--- src/rtl/irq_seq_pkg.sv ---
package irq_seq_pkg;

  typedef enum logic [2:0] {
    ST_IDLE  = 3'd0,
    ST_DUM1  = 3'd1,
    ST_DUM2  = 3'd2,
    ST_PSH_H = 3'd3,
    ST_PSH_L = 3'd4,
    ST_PSH_P = 3'd5,
    ST_VEC_L = 3'd6,
    ST_VEC_H = 3'd7
  } seq_state_t;

  typedef enum logic [1:0] {
    SRC_NONE = 2'd0,
    SRC_IRQ  = 2'd1,
    SRC_NMI  = 2'd2,
    SRC_BRK  = 2'd3
  } entry_src_t;

  // flag bit positions inside the status byte
  localparam int FLG_C   = 0;
  localparam int FLG_Z   = 1;
  localparam int FLG_I   = 2;
  localparam int FLG_D   = 3;
  localparam int FLG_B   = 4;
  localparam int FLG_ONE = 5;
  localparam int FLG_V   = 6;
  localparam int FLG_N   = 7;

endpackage

--- src/rtl/irq_nmi_latch.sv ---
module irq_nmi_latch (
  input  logic clk,
  input  logic rst_n,
  input  logic nmi_in,
  input  logic clr,
  output logic pending
);
  logic prev_q;
  logic rise;

  assign rise = nmi_in & ~prev_q;

  always_ff @(posedge clk) begin
    if (!rst_n) begin
      prev_q  <= 1'b0;
      pending <= 1'b0;
    end else begin
      prev_q  <= nmi_in;
      // a fresh edge wins over a clear in the same cycle
      pending <= rise | (pending & ~clr);
    end
  end
endmodule

--- src/rtl/irq_arbiter.sv ---
module irq_arbiter
  import irq_seq_pkg::*;
#(
  parameter int DATA_W = 8
) (
  input  logic              at_boundary,
  input  logic              idle,
  input  logic              nmi_pend,
  input  logic              irq_req,
  input  logic              brk_req,
  input  logic [DATA_W-1:0] flags_in,
  output logic              start,
  output entry_src_t        src
);
  logic irq_ok;

  assign irq_ok = irq_req & ~flags_in[FLG_I];

  always_comb begin
    if (nmi_pend)     src = SRC_NMI;
    else if (irq_ok)  src = SRC_IRQ;
    else if (brk_req) src = SRC_BRK;
    else              src = SRC_NONE;
  end

  assign start = at_boundary & idle & (src != SRC_NONE);
endmodule

--- src/rtl/irq_status_pack.sv ---
module irq_status_pack
  import irq_seq_pkg::*;
#(
  parameter int DATA_W = 8
) (
  input  logic [DATA_W-1:0] flags,
  input  logic              brk_bit,
  output logic [DATA_W-1:0] status
);
  logic [DATA_W-1:0] fixed_one;
  logic [DATA_W-1:0] brk_mask;

  always_comb begin
    fixed_one          = '0;
    fixed_one[FLG_ONE] = 1'b1;
    brk_mask           = '0;
    brk_mask[FLG_B]    = brk_bit;
    status             = flags | fixed_one | brk_mask;
  end
endmodule

--- src/rtl/irq_seq_ctrl.sv ---
module irq_seq_ctrl
  import irq_seq_pkg::*;
#(
  parameter int ADDR_W = 16,
  parameter int DATA_W = 8
) (
  input  logic              clk,
  input  logic              rst_n,
  input  logic              start,
  input  entry_src_t        src,
  input  logic [ADDR_W-1:0] pc_in,
  input  logic [DATA_W-1:0] sp_in,
  input  logic [DATA_W-1:0] flags_in,
  input  logic [DATA_W-1:0] bus_rdata,
  input  logic              nmi_pend,
  output seq_state_t        state,
  output logic              brk_q,
  output logic              nmi_vec_q,
  output logic              nmi_clr,
  output logic [ADDR_W-1:0] pc_q,
  output logic [DATA_W-1:0] sp_q,
  output logic [DATA_W-1:0] flags_q,
  output logic              done_q
);
  localparam logic [DATA_W-1:0] ONE_D    = DATA_W'(1);
  localparam logic [ADDR_W-1:0] ONE_A    = ADDR_W'(1);
  localparam logic [DATA_W-1:0] KEEP_MSK = ~(DATA_W'(1) << FLG_B);
  localparam logic [DATA_W-1:0] SET_ONE  = DATA_W'(1) << FLG_ONE;

  logic [DATA_W-1:0] vec_lo_q;
  logic              hijack;

  assign hijack  = (state == ST_PSH_P) & brk_q & nmi_pend;
  assign nmi_clr = (start & (src == SRC_NMI)) | hijack;

  always_ff @(posedge clk) begin
    if (!rst_n) begin
      state     <= ST_IDLE;
      brk_q     <= 1'b0;
      nmi_vec_q <= 1'b0;
      pc_q      <= '0;
      sp_q      <= '0;
      flags_q   <= SET_ONE;
      vec_lo_q  <= '0;
      done_q    <= 1'b0;
    end else begin
      done_q <= 1'b0;
      case (state)
        ST_IDLE: begin
          if (start) begin
            pc_q      <= pc_in;
            sp_q      <= sp_in;
            flags_q   <= (flags_in | SET_ONE) & KEEP_MSK;
            brk_q     <= (src == SRC_BRK);
            nmi_vec_q <= (src == SRC_NMI);
            state     <= (src == SRC_BRK) ? ST_DUM2 : ST_DUM1;
          end
        end
        ST_DUM1: state <= ST_DUM2;
        ST_DUM2: begin
          if (brk_q) pc_q <= pc_q + ONE_A;
          state <= ST_PSH_H;
        end
        ST_PSH_H: begin
          sp_q  <= sp_q - ONE_D;
          state <= ST_PSH_L;
        end
        ST_PSH_L: begin
          sp_q  <= sp_q - ONE_D;
          state <= ST_PSH_P;
        end
        ST_PSH_P: begin
          sp_q           <= sp_q - ONE_D;
          flags_q[FLG_I] <= 1'b1;
          if (hijack) nmi_vec_q <= 1'b1;
          state <= ST_VEC_L;
        end
        ST_VEC_L: begin
          vec_lo_q <= bus_rdata;
          state    <= ST_VEC_H;
        end
        ST_VEC_H: begin
          pc_q   <= {bus_rdata, vec_lo_q};
          done_q <= 1'b1;
          state  <= ST_IDLE;
        end
        default: state <= ST_IDLE;
      endcase
    end
  end
endmodule

--- src/rtl/irq_entry_seq.sv ---
module irq_entry_seq
  import irq_seq_pkg::*;
#(
  parameter int                      ADDR_W     = 16,
  parameter int                      DATA_W     = 8,
  parameter logic [ADDR_W-DATA_W-1:0] STACK_PAGE = 'h01,
  parameter logic [ADDR_W-1:0]       VEC_MASK   = 'hFFFE,
  parameter logic [ADDR_W-1:0]       VEC_NONM   = 'hFFFA
) (
  input  logic              clk,
  input  logic              rst_n,
  input  logic              at_boundary,
  input  logic              irq_req,
  input  logic              nmi_in,
  input  logic              brk_req,
  input  logic [ADDR_W-1:0] pc_in,
  input  logic [DATA_W-1:0] sp_in,
  input  logic [DATA_W-1:0] flags_in,
  input  logic [DATA_W-1:0] bus_rdata,
  output logic              busy,
  output logic [ADDR_W-1:0] bus_addr,
  output logic [DATA_W-1:0] bus_wdata,
  output logic              bus_we,
  output logic [ADDR_W-1:0] pc_out,
  output logic [DATA_W-1:0] sp_out,
  output logic [DATA_W-1:0] flags_out,
  output logic              nmi_pending,
  output logic              done
);
  localparam logic [ADDR_W-1:0] ONE_A = ADDR_W'(1);

  seq_state_t        state;
  entry_src_t        src;
  logic              start;
  logic              brk_q;
  logic              nmi_vec_q;
  logic              nmi_clr;
  logic [ADDR_W-1:0] pc_q;
  logic [DATA_W-1:0] sp_q;
  logic [DATA_W-1:0] flags_q;
  logic [DATA_W-1:0] status_byte;
  logic [ADDR_W-1:0] vec_base;
  logic [ADDR_W-1:0] stack_addr;

  irq_nmi_latch u_nmi (
    .clk     (clk),
    .rst_n   (rst_n),
    .nmi_in  (nmi_in),
    .clr     (nmi_clr),
    .pending (nmi_pending)
  );

  irq_arbiter #(.DATA_W(DATA_W)) u_arb (
    .at_boundary (at_boundary),
    .idle        (state == ST_IDLE),
    .nmi_pend    (nmi_pending),
    .irq_req     (irq_req),
    .brk_req     (brk_req),
    .flags_in    (flags_in),
    .start       (start),
    .src         (src)
  );

  irq_seq_ctrl #(.ADDR_W(ADDR_W), .DATA_W(DATA_W)) u_ctrl (
    .clk       (clk),
    .rst_n     (rst_n),
    .start     (start),
    .src       (src),
    .pc_in     (pc_in),
    .sp_in     (sp_in),
    .flags_in  (flags_in),
    .bus_rdata (bus_rdata),
    .nmi_pend  (nmi_pending),
    .state     (state),
    .brk_q     (brk_q),
    .nmi_vec_q (nmi_vec_q),
    .nmi_clr   (nmi_clr),
    .pc_q      (pc_q),
    .sp_q      (sp_q),
    .flags_q   (flags_q),
    .done_q    (done)
  );

  irq_status_pack #(.DATA_W(DATA_W)) u_pack (
    .flags   (flags_q),
    .brk_bit (brk_q),
    .status  (status_byte)
  );

  assign vec_base   = nmi_vec_q ? VEC_NONM : VEC_MASK;
  assign stack_addr = {STACK_PAGE, sp_q};

  always_comb begin
    bus_addr  = pc_q;
    bus_wdata = '0;
    bus_we    = 1'b0;
    case (state)
      ST_PSH_H: begin
        bus_addr  = stack_addr;
        bus_wdata = pc_q[ADDR_W-1:DATA_W];
        bus_we    = 1'b1;
      end
      ST_PSH_L: begin
        bus_addr  = stack_addr;
        bus_wdata = pc_q[DATA_W-1:0];
        bus_we    = 1'b1;
      end
      ST_PSH_P: begin
        bus_addr  = stack_addr;
        bus_wdata = status_byte;
        bus_we    = 1'b1;
      end
      ST_VEC_L: bus_addr = vec_base;
      ST_VEC_H: bus_addr = vec_base + ONE_A;
      default:  bus_addr = pc_q;
    endcase
  end

  assign busy      = (state != ST_IDLE);
  assign pc_out    = pc_q;
  assign sp_out    = sp_q;
  assign flags_out = flags_q;
endmodule

--- config.mk ---
export PLATFORM = sky130hd
export DESIGN_NAME = irq_entry_seq
export DESIGN_NICKNAME = d
export VERILOG_FILES = /design/src/rtl/irq_seq_pkg.sv /design/src/rtl/irq_nmi_latch.sv /design/src/rtl/irq_arbiter.sv /design/src/rtl/irq_status_pack.sv /design/src/rtl/irq_seq_ctrl.sv /design/src/rtl/irq_entry_seq.sv
export SDC_FILE = /design/constraint.sdc
export NUM_CORES = 1
export LEC_CHECK = 0
export BUFFER_PORTS_ARGS = -buffer_cell sky130_fd_sc_hd__buf_2
export CAP_MARGIN = 20
export CELL_PAD_IN_SITES_DETAIL_PLACEMENT = 1
export CELL_PAD_IN_SITES_GLOBAL_PLACEMENT = 2
export CORE_MARGIN = 2
export CORE_UTILIZATION = 28
export DETAILED_ROUTE_END_ITERATION = 6
export GPL_ROUTABILITY_DRIVEN = 0
export PLACE_DENSITY = 0.86
export SLEW_MARGIN = 20
export SYNTH_ARGS = -nofsm -noshare
export SYNTH_HDL_FRONTEND = slang
export SYNTH_HIERARCHICAL = 1
export SYNTH_SLANG_ARGS = --single-unit
--- constraint.sdc ---
create_clock -name clk -period 2.85 [get_ports clk]
set_input_delay 0.1425 -clock clk [delete_from_list [all_inputs] [get_ports clk]]
set_output_delay 0.1425 -clock clk [all_outputs]
set_load 0.01 [all_outputs]
==> results of run 1 <==
critical path, cell delays in order (launching register included):
cell and delay, ns:
sky130_fd_sc_hd__dfxtp_1 0.32, sky130_fd_sc_hd__or3_4 0.39, sky130_fd_sc_hd__inv_2 0.05, sky130_fd_sc_hd__nand2_1 0.04, sky130_fd_sc_hd__a21oi_1 0.32, sky130_fd_sc_hd__nor4b_4 0.34
sky130_fd_sc_hd__a311o_1 0.50, sky130_fd_sc_hd__o21ai_0 0.18, sky130_fd_sc_hd__a32o_1 0.28
how the worst max path moves through the flow:
stage,startpoint,to,slack (ns),depth (start not counted)
floorplan,u_ctrl/state[2],u_ctrl/pc_q[13],0.46,11
global placement,u_ctrl/state[1],u_ctrl/pc_q[7],0.46,8
detailed placement,u_ctrl/state[1],u_ctrl/pc_q[7],0.36,8
CTS,u_ctrl/state[1],u_ctrl/pc_q[7],0.35,8
global route,u_ctrl/state[1],u_ctrl/pc_q[7],0.16,8
finish,u_ctrl/state[1],u_ctrl/pc_q[7],0.31,8
sequential cells by signal, summed over array words and instances, names as in the netlist:
signal	count
u_ctrl/sp_q	8
u_nmi/prev_q	1
u_ctrl/nmi_vec_q	1
u_ctrl/pc_q	16
u_ctrl/state	3
u_ctrl/done_q	1
u_ctrl/brk_q	1
u_ctrl/flags_q	6
u_ctrl/vec_lo_q	8
u_nmi/pending	1
synthesized netlist by cell type (all sizes together) (3+ instances only):
cell     number  area [um2]
o221ai        3        26.3
a221oi        5        43.8
a22oi         7        52.6
a22o          5        43.8
o2bb2ai      10        87.6
buf          32         213
nand4         4        25.0
o211ai        3        27.5
nand2b        6        45.0
nand3        14        70.1
or2           3        18.8
o31ai         4        30.0
o22ai        10        62.6
conb          3        11.3
a21o          4        30.0
clkbuf        6        22.5
nor2b         4        25.0
o21ai        19        95.1
nor2         32         123
dfxtp        46         921
and2          8        50.1
nand2        51         196
a21oi        52         264
a211oi       10        75.1
mux2i        10         100
a32o          6        60.1
inv          11        41.3
a31oi         4        25.0
nor4          3        18.8
nor3         11        55.1
per-layer routing:
metal	part of all wire [%]	vias up
li1	-	1681
met1	45	1747
met2	50	103
met3	5.0	10
met4	0.75	0
met5	0	-
power by group:
group          internal [mW]  total (mW)  switching [mW]
sequential             0.721       0.863           0.143
clock                  0.173       0.419           0.246
combinational          0.357       0.917           0.560
final cells by class:
type                    instances  share of cell area, %
flip-flops and latches         46                   24.7
multi-input cells             319                   52.1
clock inverters                 3                  0.504
well taps                     140                   4.71
inverters                      11                   1.11
clock buffers                   5                   1.85
repair buffers                108                   15.0
cells by family after synthesis:
family / after synthesis
AO/OA/AOI/OAI: 155
adder cells (fa/ha/maj): 2
multiplexers: 10
AND/OR/NAND/NOR: 148
XOR/XNOR: 1
flip-flops: 46
other: 3
buffers and inverters: 49
==> flow_results.xml, run 1 <==
<?xml version="1.0" encoding="UTF-8"?>
<metrics>
  <group name="run_status">
    <metric name="outcome" unit="">finished clean</metric>
  </group>
  <group name="routing">
    <metric name="detailroute.via_count" unit="">3541</metric>
    <metric name="final_antenna_net_count" unit="">0</metric>
    <metric name="post-route-drc-count" unit="">0</metric>
    <metric name="post_drt_via_cell_ratio" unit="">5.60</metric>
    <metric name="drt-initial-drc-count" unit="">265</metric>
    <metric name="routed_wl" unit="um">12000</metric>
    <metric name="wire_per_inst" unit="um">19.0</metric>
    <metric name="firstDrtPassIters" unit="">5</metric>
  </group>
  <group name="synthesis">
    <metric name="ys_ff_latch" unit="">46</metric>
    <metric name="synth_adder_area_share" unit="%">0.798</metric>
    <metric name="ys_dominant_reg_cell" unit="">sky130_fd_sc_hd__dfxtp_1</metric>
    <metric name="warnings_synthesis" unit="">6</metric>
    <metric name="synth_nets" unit="">462</metric>
    <metric name="synth-edff-count" unit="">0</metric>
    <metric name="compound_gate_portion_of_the_synthesized_area" unit="%">33.5</metric>
    <metric name="async_reset_ff_share" unit="%">0</metric>
    <metric name="synthesis.area" unit="mm2">0.00314</metric>
    <metric name="synth_top_family_by_area" unit="">compound AO/OA/AOI/OAI gates</metric>
    <metric name="yosysUniqueCellTypes" unit="">65</metric>
    <metric name="synth-xor-area-share" unit="%">0.279</metric>
    <metric name="post_synth_mux_area_share" unit="%">3.19</metric>
    <metric name="basic_gate_share_of_the_synthesized_area_counting_and_or_nand_and_nor_cells" unit="%">23.7</metric>
    <metric name="syn_area_per_cell" unit="um2">7.58</metric>
    <metric name="synth_seq_area_share" unit="%">29.4</metric>
    <metric name="postSynthCellCount" unit="">414</metric>
  </group>
  <group name="sta">
    <metric name="share_of_the_clock_period_used_by_the_worst_path_after_layout" unit="%">89.0</metric>
    <metric name="clock.fmax" unit="GHz">0.394</metric>
    <metric name="finalSetupViolations" unit="">0</metric>
    <metric name="timing.final.ws_setup" unit="ns">0.313</metric>
    <metric name="timing.final.crit_period" unit="ns">2.54</metric>
    <metric name="setup_total_negative_slack" unit="ns">0</metric>
    <metric name="worst_slew_margin_rel" unit="%">32.1</metric>
    <metric name="unrepaired_setup_endpoints_after_global_routing" unit="">false</metric>
    <metric name="final-hold-violation-count" unit="">0</metric>
    <metric name="worst_clock_skew" unit="ns">0.0145</metric>
    <metric name="whs" unit="ns">0.0603</metric>
    <metric name="worst_pin_slew" unit="ns">1.02</metric>
    <metric name="timing_max_transition_violations_final" unit="">0</metric>
  </group>
  <group name="layout">
    <metric name="post_layout_nets" unit="">539</metric>
    <metric name="multi_input_comb_area" unit="mm2">0.00194</metric>
    <metric name="drive_above_1_share" unit="%">26.6</metric>
    <metric name="area.sequential" unit="um2">921</metric>
    <metric name="layout.core_utilization" unit="%">34.2</metric>
    <metric name="antenna_cells" unit="">0</metric>
    <metric name="layout.cells.non_filler" unit="">632</metric>
    <metric name="most_common_cell_after_layout_fill_and_taps_aside" unit="">sky130_fd_sc_hd__buf_2</metric>
    <metric name="mostFrequentLayoutCells" unit="">101 x sky130_fd_sc_hd__buf_2, 51 x sky130_fd_sc_hd__a21oi_1, 49 x sky130_fd_sc_hd__nand2_1</metric>
    <metric name="final_cell_area" unit="mm2">0.00372</metric>
    <metric name="area_growth_syn_to_layout" unit="%">18.7</metric>
    <metric name="final_layout_fill_cell_count" unit="">1368</metric>
  </group>
  <group name="clock_network">
    <metric name="ctsRootBufferMaster" unit="">sky130_fd_sc_hd__clkbuf_8</metric>
    <metric name="tritoncts.num_buffers" unit="">5</metric>
    <metric name="path_clk_slew" unit="ns">0.10</metric>
    <metric name="postCtsSetupBuffers" unit="">0</metric>
    <metric name="h_tree_lvls" unit="">2</metric>
    <metric name="cts_tree" unit="">done</metric>
    <metric name="post_cts.resized_instances" unit="">0</metric>
    <metric name="cts_hold_buffers" unit="">0</metric>
    <metric name="clock_tree.buffer_depth" unit="">2</metric>
    <metric name="insertion_delay" unit="ns">0.31</metric>
    <metric name="tritoncts_num_sinks" unit="">46</metric>
  </group>
  <group name="floorplanning">
    <metric name="floorplan.core_area" unit="mm2">0.0109</metric>
    <metric name="initial_core_utilization" unit="%">28.8</metric>
    <metric name="die-height" unit="um">110</metric>
    <metric name="fp.dieArea" unit="mm2">0.0121</metric>
    <metric name="std_cell_rows" unit="">38</metric>
    <metric name="io_pins" unit="">106</metric>
    <metric name="die_x" unit="um">110</metric>
  </group>
  <group name="setup_path">
    <metric name="end_kind" unit="">register</metric>
    <metric name="ff_to_ff_start" unit="">u_ctrl/state[1]</metric>
    <metric name="worstRegToRegCells" unit="">8</metric>
    <metric name="timing.critical_path.from_type" unit="">register</metric>
    <metric name="crit-reg2reg-capture" unit="">u_ctrl/pc_q[7]</metric>
    <metric name="cp_max_fo" unit="">11</metric>
    <metric name="path_class" unit="">register to register</metric>
    <metric name="cp_data_arrival_time" unit="ns">2.74</metric>
    <metric name="rrSetupSlack" unit="ns">0.31</metric>
    <metric name="required" unit="ns">3.06</metric>
  </group>
  <group name="grt">
    <metric name="total_routing_usage_gr" unit="%">19.8</metric>
    <metric name="via_count_of_the_first_global_routing_pass" unit="">3403</metric>
    <metric name="grt_util_met2" unit="%">34.0</metric>
    <metric name="antenna_found_initial" unit="">0</metric>
    <metric name="grt_first_pass_wirelength" unit="um">18500</metric>
    <metric name="pin_count_of_the_biggest_net_entering_global_routing" unit="">48</metric>
    <metric name="use_met1" unit="%">26.7</metric>
    <metric name="globalRoute.busiestLayer" unit="">met2</metric>
    <metric name="global_route_met3_utilization" unit="%">2.31</metric>
    <metric name="grt_overflow_total" unit="">0</metric>
  </group>
  <group name="power">
    <metric name="power_density" unit="mW/mm2">591</metric>
    <metric name="total_leakage_power" unit="nW">1.52</metric>
    <metric name="total_power" unit="mW">2.20</metric>
    <metric name="irDropWorstVdd" unit="mV">0.257</metric>
  </group>
  <group name="placed_design">
    <metric name="detailed_place_hpwl" unit="um">8870</metric>
    <metric name="numPortBuffers" unit="">101</metric>
    <metric name="post_dp_cell_area" unit="mm2">0.00363</metric>
    <metric name="dp_cells" unit="">624</metric>
    <metric name="dp_worst_setup_slack" unit="ns">0.355</metric>
  </group>
  <group name="worst_hold_path">
    <metric name="min_delay_path_depth" unit="">3</metric>
    <metric name="hold_path.startpoint" unit="">flags_in[6]</metric>
    <metric name="hold_end" unit="">u_ctrl/flags_q[6]</metric>
    <metric name="hp-class" unit="">input port to register</metric>
  </group>
  <group name="flow_run">
    <metric name="max-cap-violations" unit="">0</metric>
  </group>
</metrics>
(Power assumes the default switching activity.)
==> run 2: changes to the inputs <==
- CORE_MARGIN: 2 -> unset
==> run 2 against run 1 <==
  * Clock skew grew 0.0022 ns
  * Wire length decreased by 2.0%
  * Non-clock buffer count unchanged
  * Cell count unchanged
  * Register-to-register slack hardly changed
  * Highest routed layer unchanged
  * Critical endpoint unchanged
==> flow_results.xml, run 2 (synthesis results as in run 1) <==
<?xml version="1.0" encoding="UTF-8"?>
<metrics>
  <group name="sta">
    <metric name="worst_pin_slew" unit="ns">0.962</metric>
    <metric name="setup_total_negative_slack" unit="ns">0</metric>
    <metric name="clock.fmax" unit="GHz">0.396</metric>
    <metric name="timing.final.crit_period" unit="ns">2.53</metric>
    <metric name="share_of_the_clock_period_used_by_the_worst_path_after_layout" unit="%">88.7</metric>
    <metric name="unrepaired_setup_endpoints_after_global_routing" unit="">false</metric>
    <metric name="worst_slew_margin_rel" unit="%">35.9</metric>
    <metric name="worst_clock_skew" unit="ns">0.0167</metric>
    <metric name="timing_max_transition_violations_final" unit="">0</metric>
    <metric name="final-hold-violation-count" unit="">0</metric>
    <metric name="whs" unit="ns">0.0472</metric>
    <metric name="finalSetupViolations" unit="">0</metric>
  </group>
  <group name="clock_network">
    <metric name="tritoncts_num_sinks" unit="">46</metric>
    <metric name="h_tree_lvls" unit="">2</metric>
    <metric name="clock_tree.buffer_depth" unit="">2</metric>
    <metric name="insertion_delay" unit="ns">0.32</metric>
    <metric name="post_cts.resized_instances" unit="">0</metric>
    <metric name="path_clk_slew" unit="ns">0.11</metric>
    <metric name="tritoncts.num_buffers" unit="">5</metric>
    <metric name="ctsRootBufferMaster" unit="">sky130_fd_sc_hd__clkbuf_8</metric>
    <metric name="cts_tree" unit="">done</metric>
    <metric name="cts_hold_buffers" unit="">0</metric>
    <metric name="postCtsSetupBuffers" unit="">0</metric>
  </group>
  <group name="power">
    <metric name="irDropWorstVdd" unit="mV">0.282</metric>
    <metric name="total_leakage_power" unit="nW">1.54</metric>
    <metric name="p_int" unit="mW">1.34</metric>
    <metric name="total_power" unit="mW">2.29</metric>
    <metric name="switching_share" unit="%">41.4</metric>
    <metric name="power_frac_comb" unit="%">39.7</metric>
    <metric name="power_density" unit="mW/mm2">611</metric>
    <metric name="switchingPower" unit="uW">947</metric>
    <metric name="power.share.clock" unit="%">22.5</metric>
    <metric name="seq_power_share" unit="%">37.8</metric>
  </group>
  <group name="setup_path">
    <metric name="timing.critical_path.from_type" unit="">register</metric>
    <metric name="cp_data_arrival_time" unit="ns">2.74</metric>
    <metric name="cp_max_fo" unit="">11</metric>
    <metric name="end_kind" unit="">register</metric>
    <metric name="required" unit="ns">3.06</metric>
    <metric name="path_class" unit="">register to register</metric>
  </group>
  <group name="layout">
    <metric name="drive_above_1_share" unit="%">26.6</metric>
    <metric name="layout.cells.non_filler" unit="">632</metric>
    <metric name="mostFrequentLayoutCells" unit="">101 x sky130_fd_sc_hd__buf_2, 51 x sky130_fd_sc_hd__a21oi_1, 49 x sky130_fd_sc_hd__nand2_1</metric>
    <metric name="registers_with_the_highest_flip_flop_counts" unit="">u_ctrl/pc_q (16), u_ctrl/sp_q (8), u_ctrl/vec_lo_q (8)</metric>
    <metric name="multi_input_comb_area" unit="mm2">0.00194</metric>
    <metric name="post_layout_nets" unit="">539</metric>
    <metric name="antenna_cells" unit="">0</metric>
    <metric name="most_common_cell_after_layout_fill_and_taps_aside" unit="">sky130_fd_sc_hd__buf_2</metric>
    <metric name="largest_register_ffs" unit="">16</metric>
    <metric name="top_reg_by_flops" unit="">u_ctrl/pc_q</metric>
    <metric name="final_cell_area" unit="mm2">0.00375</metric>
    <metric name="area_growth_syn_to_layout" unit="%">19.5</metric>
    <metric name="final_layout_fill_cell_count" unit="">1387</metric>
    <metric name="area.sequential" unit="um2">921</metric>
  </group>
  <group name="worst_hold_path">
    <metric name="hp-class" unit="">input port to register</metric>
  </group>
  <group name="grt">
    <metric name="total_routing_usage_gr" unit="%">20.4</metric>
    <metric name="pin_count_of_the_biggest_net_entering_global_routing" unit="">48</metric>
    <metric name="grt_first_pass_wirelength" unit="um">18500</metric>
    <metric name="via_count_of_the_first_global_routing_pass" unit="">3500</metric>
    <metric name="antenna_found_initial" unit="">0</metric>
    <metric name="grt_overflow_total" unit="">0</metric>
  </group>
  <group name="routing">
    <metric name="detailroute.via_count" unit="">3553</metric>
    <metric name="post_drt_via_cell_ratio" unit="">5.62</metric>
    <metric name="wire_per_inst" unit="um">18.6</metric>
    <metric name="final_antenna_net_count" unit="">0</metric>
    <metric name="drt-initial-drc-count" unit="">269</metric>
    <metric name="firstDrtPassIters" unit="">5</metric>
    <metric name="routed_wl" unit="um">11800</metric>
    <metric name="post-route-drc-count" unit="">0</metric>
  </group>
  <group name="floorplanning">
    <metric name="fp.dieArea" unit="mm2">0.0116</metric>
    <metric name="floorplan.core_area" unit="mm2">0.0109</metric>
    <metric name="std_cell_rows" unit="">38</metric>
    <metric name="die_x" unit="um">108</metric>
    <metric name="die-height" unit="um">108</metric>
    <metric name="io_pins" unit="">106</metric>
    <metric name="initial_core_utilization" unit="%">28.8</metric>
  </group>
  <group name="placed_design">
    <metric name="post_dp_cell_area" unit="mm2">0.00363</metric>
    <metric name="detailed_place_hpwl" unit="um">8670</metric>
    <metric name="numPortBuffers" unit="">101</metric>
    <metric name="dp_cells" unit="">624</metric>
  </group>
  <group name="flow_run">
    <metric name="max-cap-violations" unit="">0</metric>
  </group>
  <group name="run_status">
    <metric name="outcome" unit="">finished clean</metric>
  </group>
</metrics>
[run 2: cell types whose count changed in the layout (fill, tap and decap cells not counted), sizes merged]
cell | before | now
bufinv | 0 | 1
clkinv | 2 | 1
[run 2: path summary, 6_finish.rpt]
path | startpoint | end | slack [ns] | cells after the start
setup / recovery | u_ctrl/state[1] | u_ctrl/pc_q[7] | 0.32 | 8
hold / removal | flags_in[3] | u_ctrl/flags_q[3] | 0.05 | 3
setup reg to reg | u_ctrl/state[1] | u_ctrl/pc_q[7] | 0.32 | 8
hold reg to reg | u_ctrl/vec_lo_q[4] | u_ctrl/vec_lo_q[4] | 0.47 | 2
[run 2: cell type report]
cell class	instances	area share, %
multi-input combinational	319	51.8
sequential	46	24.6
timing repair buffer	108	14.9
tap	140	4.67
clock buffer	5	1.84
clock inverter	3	1.17
inverter	11	1.10
[run 2: stage by stage]
stage / setup slack (ns) / util, %
floorplan: 0.463 / -
finish: 0.322 / 34.4
detailed placement: 0.384 / 33.4
CTS: 0.346 / 34.4
global route: 0.206 / 34.4
global placement: 0.416 / 33.4
[run 2: worst max-delay path: stages, from the launching register on]
cell                      delay [ns]
sky130_fd_sc_hd__dfxtp_1        0.32
sky130_fd_sc_hd__or3_4          0.39
sky130_fd_sc_hd__inv_2          0.05
sky130_fd_sc_hd__nand2_1        0.04
sky130_fd_sc_hd__a21oi_1        0.38
sky130_fd_sc_hd__nor4b_4        0.31
sky130_fd_sc_hd__a311o_1        0.46
sky130_fd_sc_hd__o21ai_0        0.19
sky130_fd_sc_hd__a32o_1         0.29
[run 2: routing by layer]
layer / vias to the layer above / part of all wire, % / global-route usage [%]
met4: 0 / 1.3 / 4.79
li1: 1688 / - / -
met2: 117 / 48 / 35.2
met1: 1731 / 45 / 26.7
met3: 17 / 4.9 / 2.66
met5: - / 0 / 0
[run 2: power by group through the flow]
stage	logic [mW]	clock network, mW	registers, mW
6_report	0.908	0.515	0.865
5_1_grt	1.00	0.550	0.879
4_1_cts	0.904	0.526	0.863
3_5_place_dp	0.901	0	0.878
3_3_place_gp	0.877	0	0.873
2_1_floorplan	0.612	0	0.860
==> run 3: changes to the inputs <==
- clock period: 2.85 -> 2.9 ns (I/O delays scaled with it)
==> run 3 against run 2 <==
  * Wire length rose by 0.85%
  * First-iteration DRC count shrank 19%
  * Combinational power decreased by 1%
  * Non-clock buffer count stayed put
  * Critical path depth is 2 lower
  * Critical path type unchanged
  * Largest power group unchanged
==> flow_results.xml, run 3 (synthesis results as in run 1) <==
<?xml version="1.0" encoding="UTF-8"?>
<metrics>
  <group name="setup_path">
    <metric name="worstSetupPathDepth" unit="">6</metric>
    <metric name="worstRegToRegCells" unit="">6</metric>
    <metric name="worst_path_most_repeated_cell" unit="">sky130_fd_sc_hd__buf_4</metric>
    <metric name="required" unit="ns">3.11</metric>
    <metric name="end_kind" unit="">register</metric>
    <metric name="worstPathBufferInverterCount" unit="">2</metric>
    <metric name="critical_path.slowest_cell" unit="">sky130_fd_sc_hd__a311oi_2</metric>
    <metric name="cp_data_arrival_time" unit="ns">2.72</metric>
    <metric name="worst_path_cell_trace" unit="">buf_4 -&gt; nor4b_4 -&gt; buf_4 -&gt; a311oi_2 -&gt; nor2_1 -&gt; a32o_1</metric>
    <metric name="critical_path.max_stage_delay" unit="ns">0.80</metric>
    <metric name="critical_path.top_delay_family" unit="">compound AO/OA/AOI/OAI gates</metric>
    <metric name="path_class" unit="">register to register</metric>
    <metric name="timing.critical_path.from_type" unit="">register</metric>
    <metric name="cp_max_fo" unit="">47</metric>
  </group>
  <group name="power">
    <metric name="power.share.clock" unit="%">25.5</metric>
    <metric name="switchingPower" unit="uW">936</metric>
    <metric name="power_frac_comb" unit="%">38.3</metric>
    <metric name="total_power" unit="mW">2.34</metric>
    <metric name="total_leakage_power" unit="nW">1.54</metric>
    <metric name="switching_share" unit="%">40.0</metric>
    <metric name="p_int" unit="mW">1.41</metric>
    <metric name="power_density" unit="mW/mm2">620</metric>
    <metric name="seq_power_share" unit="%">36.2</metric>
    <metric name="irDropWorstVdd" unit="mV">0.212</metric>
  </group>
  <group name="clock_network">
    <metric name="tritoncts_num_sinks" unit="">46</metric>
    <metric name="path_clk_slew" unit="ns">0.11</metric>
    <metric name="tritoncts.num_buffers" unit="">5</metric>
    <metric name="postCtsSetupBuffers" unit="">0</metric>
    <metric name="ctsRootBufferMaster" unit="">sky130_fd_sc_hd__clkbuf_8</metric>
    <metric name="h_tree_lvls" unit="">2</metric>
    <metric name="post_cts.resized_instances" unit="">0</metric>
    <metric name="clock_tree.buffer_depth" unit="">2</metric>
    <metric name="cts_tree" unit="">done</metric>
    <metric name="cts_hold_buffers" unit="">0</metric>
    <metric name="insertion_delay" unit="ns">0.32</metric>
  </group>
  <group name="sta">
    <metric name="unrepaired_setup_endpoints_after_global_routing" unit="">false</metric>
    <metric name="timing.final.crit_period" unit="ns">2.51</metric>
    <metric name="whs" unit="ns">0.0544</metric>
    <metric name="worst_slew_margin_rel" unit="%">34.9</metric>
    <metric name="timing_max_transition_violations_final" unit="">0</metric>
    <metric name="worst_pin_slew" unit="ns">0.976</metric>
    <metric name="setup_total_negative_slack" unit="ns">0</metric>
    <metric name="worst_clock_skew" unit="ns">0.0151</metric>
    <metric name="final-hold-violation-count" unit="">0</metric>
    <metric name="finalSetupViolations" unit="">0</metric>
    <metric name="clock.fmax" unit="GHz">0.398</metric>
    <metric name="share_of_the_clock_period_used_by_the_worst_path_after_layout" unit="%">86.5</metric>
  </group>
  <group name="floorplanning">
    <metric name="floorplan.core_area" unit="mm2">0.0109</metric>
    <metric name="initial_core_utilization" unit="%">28.8</metric>
    <metric name="std_cell_rows" unit="">38</metric>
    <metric name="io_pins" unit="">106</metric>
    <metric name="fp.dieArea" unit="mm2">0.0116</metric>
    <metric name="die_x" unit="um">108</metric>
    <metric name="die-height" unit="um">108</metric>
  </group>
  <group name="layout">
    <metric name="top_reg_by_flops" unit="">u_ctrl/pc_q</metric>
    <metric name="multi_input_comb_area" unit="mm2">0.00194</metric>
    <metric name="area_growth_syn_to_layout" unit="%">20.3</metric>
    <metric name="post_layout_nets" unit="">539</metric>
    <metric name="most_common_cell_after_layout_fill_and_taps_aside" unit="">sky130_fd_sc_hd__buf_2</metric>
    <metric name="final_layout_fill_cell_count" unit="">1375</metric>
    <metric name="mostFrequentLayoutCells" unit="">101 x sky130_fd_sc_hd__buf_2, 51 x sky130_fd_sc_hd__a21oi_1, 49 x sky130_fd_sc_hd__nand2_1</metric>
    <metric name="antenna_cells" unit="">0</metric>
    <metric name="largest_register_ffs" unit="">16</metric>
    <metric name="drive_above_1_share" unit="%">26.6</metric>
    <metric name="area.sequential" unit="um2">921</metric>
    <metric name="registers_with_the_highest_flip_flop_counts" unit="">u_ctrl/pc_q (16), u_ctrl/sp_q (8), u_ctrl/vec_lo_q (8)</metric>
  </group>
  <group name="worst_hold_path">
    <metric name="min_delay_path_depth" unit="">3</metric>
    <metric name="hp-class" unit="">input port to register</metric>
  </group>
  <group name="grt">
    <metric name="global_route_met3_utilization" unit="%">3.33</metric>
    <metric name="grt_util_met2" unit="%">35.8</metric>
    <metric name="grt_first_pass_wirelength" unit="um">18500</metric>
    <metric name="via_count_of_the_first_global_routing_pass" unit="">3501</metric>
    <metric name="use_met1" unit="%">26.7</metric>
    <metric name="total_routing_usage_gr" unit="%">20.7</metric>
    <metric name="globalRoute.busiestLayer" unit="">met2</metric>
    <metric name="antenna_found_initial" unit="">0</metric>
    <metric name="grt_overflow_total" unit="">0</metric>
    <metric name="pin_count_of_the_biggest_net_entering_global_routing" unit="">48</metric>
  </group>
  <group name="routing">
    <metric name="wire_per_inst" unit="um">18.8</metric>
    <metric name="firstDrtPassIters" unit="">4</metric>
    <metric name="post-route-drc-count" unit="">0</metric>
    <metric name="post_drt_via_cell_ratio" unit="">5.63</metric>
    <metric name="routed_wl" unit="um">11900</metric>
    <metric name="drt-initial-drc-count" unit="">217</metric>
    <metric name="final_antenna_net_count" unit="">0</metric>
    <metric name="detailroute.via_count" unit="">3555</metric>
  </group>
  <group name="flow_run">
    <metric name="max-cap-violations" unit="">0</metric>
  </group>
  <group name="placed_design">
    <metric name="detailed_place_hpwl" unit="um">8740</metric>
    <metric name="numPortBuffers" unit="">101</metric>
  </group>
  <group name="run_status">
    <metric name="outcome" unit="">finished clean</metric>
  </group>
</metrics>
[run 3: worst register-to-register path, cell delays in order, from the launching register on]
cell,delay (ns)
sky130_fd_sc_hd__dfxtp_1,0.34
sky130_fd_sc_hd__buf_4,0.44
sky130_fd_sc_hd__nor4b_4,0.10
sky130_fd_sc_hd__buf_4,0.22
sky130_fd_sc_hd__a311oi_2,0.80
sky130_fd_sc_hd__nor2_1,0.23
sky130_fd_sc_hd__a32o_1,0.28
[run 3: power by group through the flow]
stage / registers [mW] / logic (mW) / clock network [mW]
6_report: 0.848 / 0.896 / 0.597
5_1_grt: 0.863 / 0.984 / 0.627
4_1_cts: 0.848 / 0.892 / 0.607
3_5_place_dp: 0.863 / 0.889 / 0
3_3_place_gp: 0.857 / 0.863 / 0
2_1_floorplan: 0.845 / 0.602 / 0
[run 3: layout make-up]
cell class | count | share of cell area, %
Clock buffer | 5 | 1.82
Multi-Input combinational cell | 319 | 51.4
Sequential cell | 46 | 24.4
Inverter | 11 | 1.09
Timing Repair Buffer | 108 | 14.8
Clock inverter | 3 | 1.82
Tap cell | 140 | 4.64
[run 3: metal layers]
| metal | vias to the layer above | share of wire [%] |
|---|---|---|
| met1 | 1744 | 44 |
| met5 | - | 0 |
| met2 | 109 | 49 |
| met3 | 16 | 5.1 |
| li1 | 1686 | - |
| met4 | 0 | 1.5 |
[run 3: stage by stage]
step           setup WS (ns)  util, %  area (um2)  instances
2_1_floorplan          0.513        -        3140        414
3_3_place_gp           0.438     33.4        3630        624
3_5_place_dp           0.418     33.4        3630        624
4_1_cts                0.416     34.6        3770        632
5_1_grt                0.226     34.6        3770        632
6_report               0.390     34.6        3770        632
[run 3: worst paths after layout]
path / start / to / slack (ns)
worst max-delay path: u_ctrl/state[2] / u_ctrl/pc_q[7] / 0.39
worst min-delay path: sp_in[3] / u_ctrl/sp_q[3] / 0.05
worst max register to register: u_ctrl/state[2] / u_ctrl/pc_q[7] / 0.39
worst min register to register: u_ctrl/vec_lo_q[0] / u_ctrl/vec_lo_q[0] / 0.47
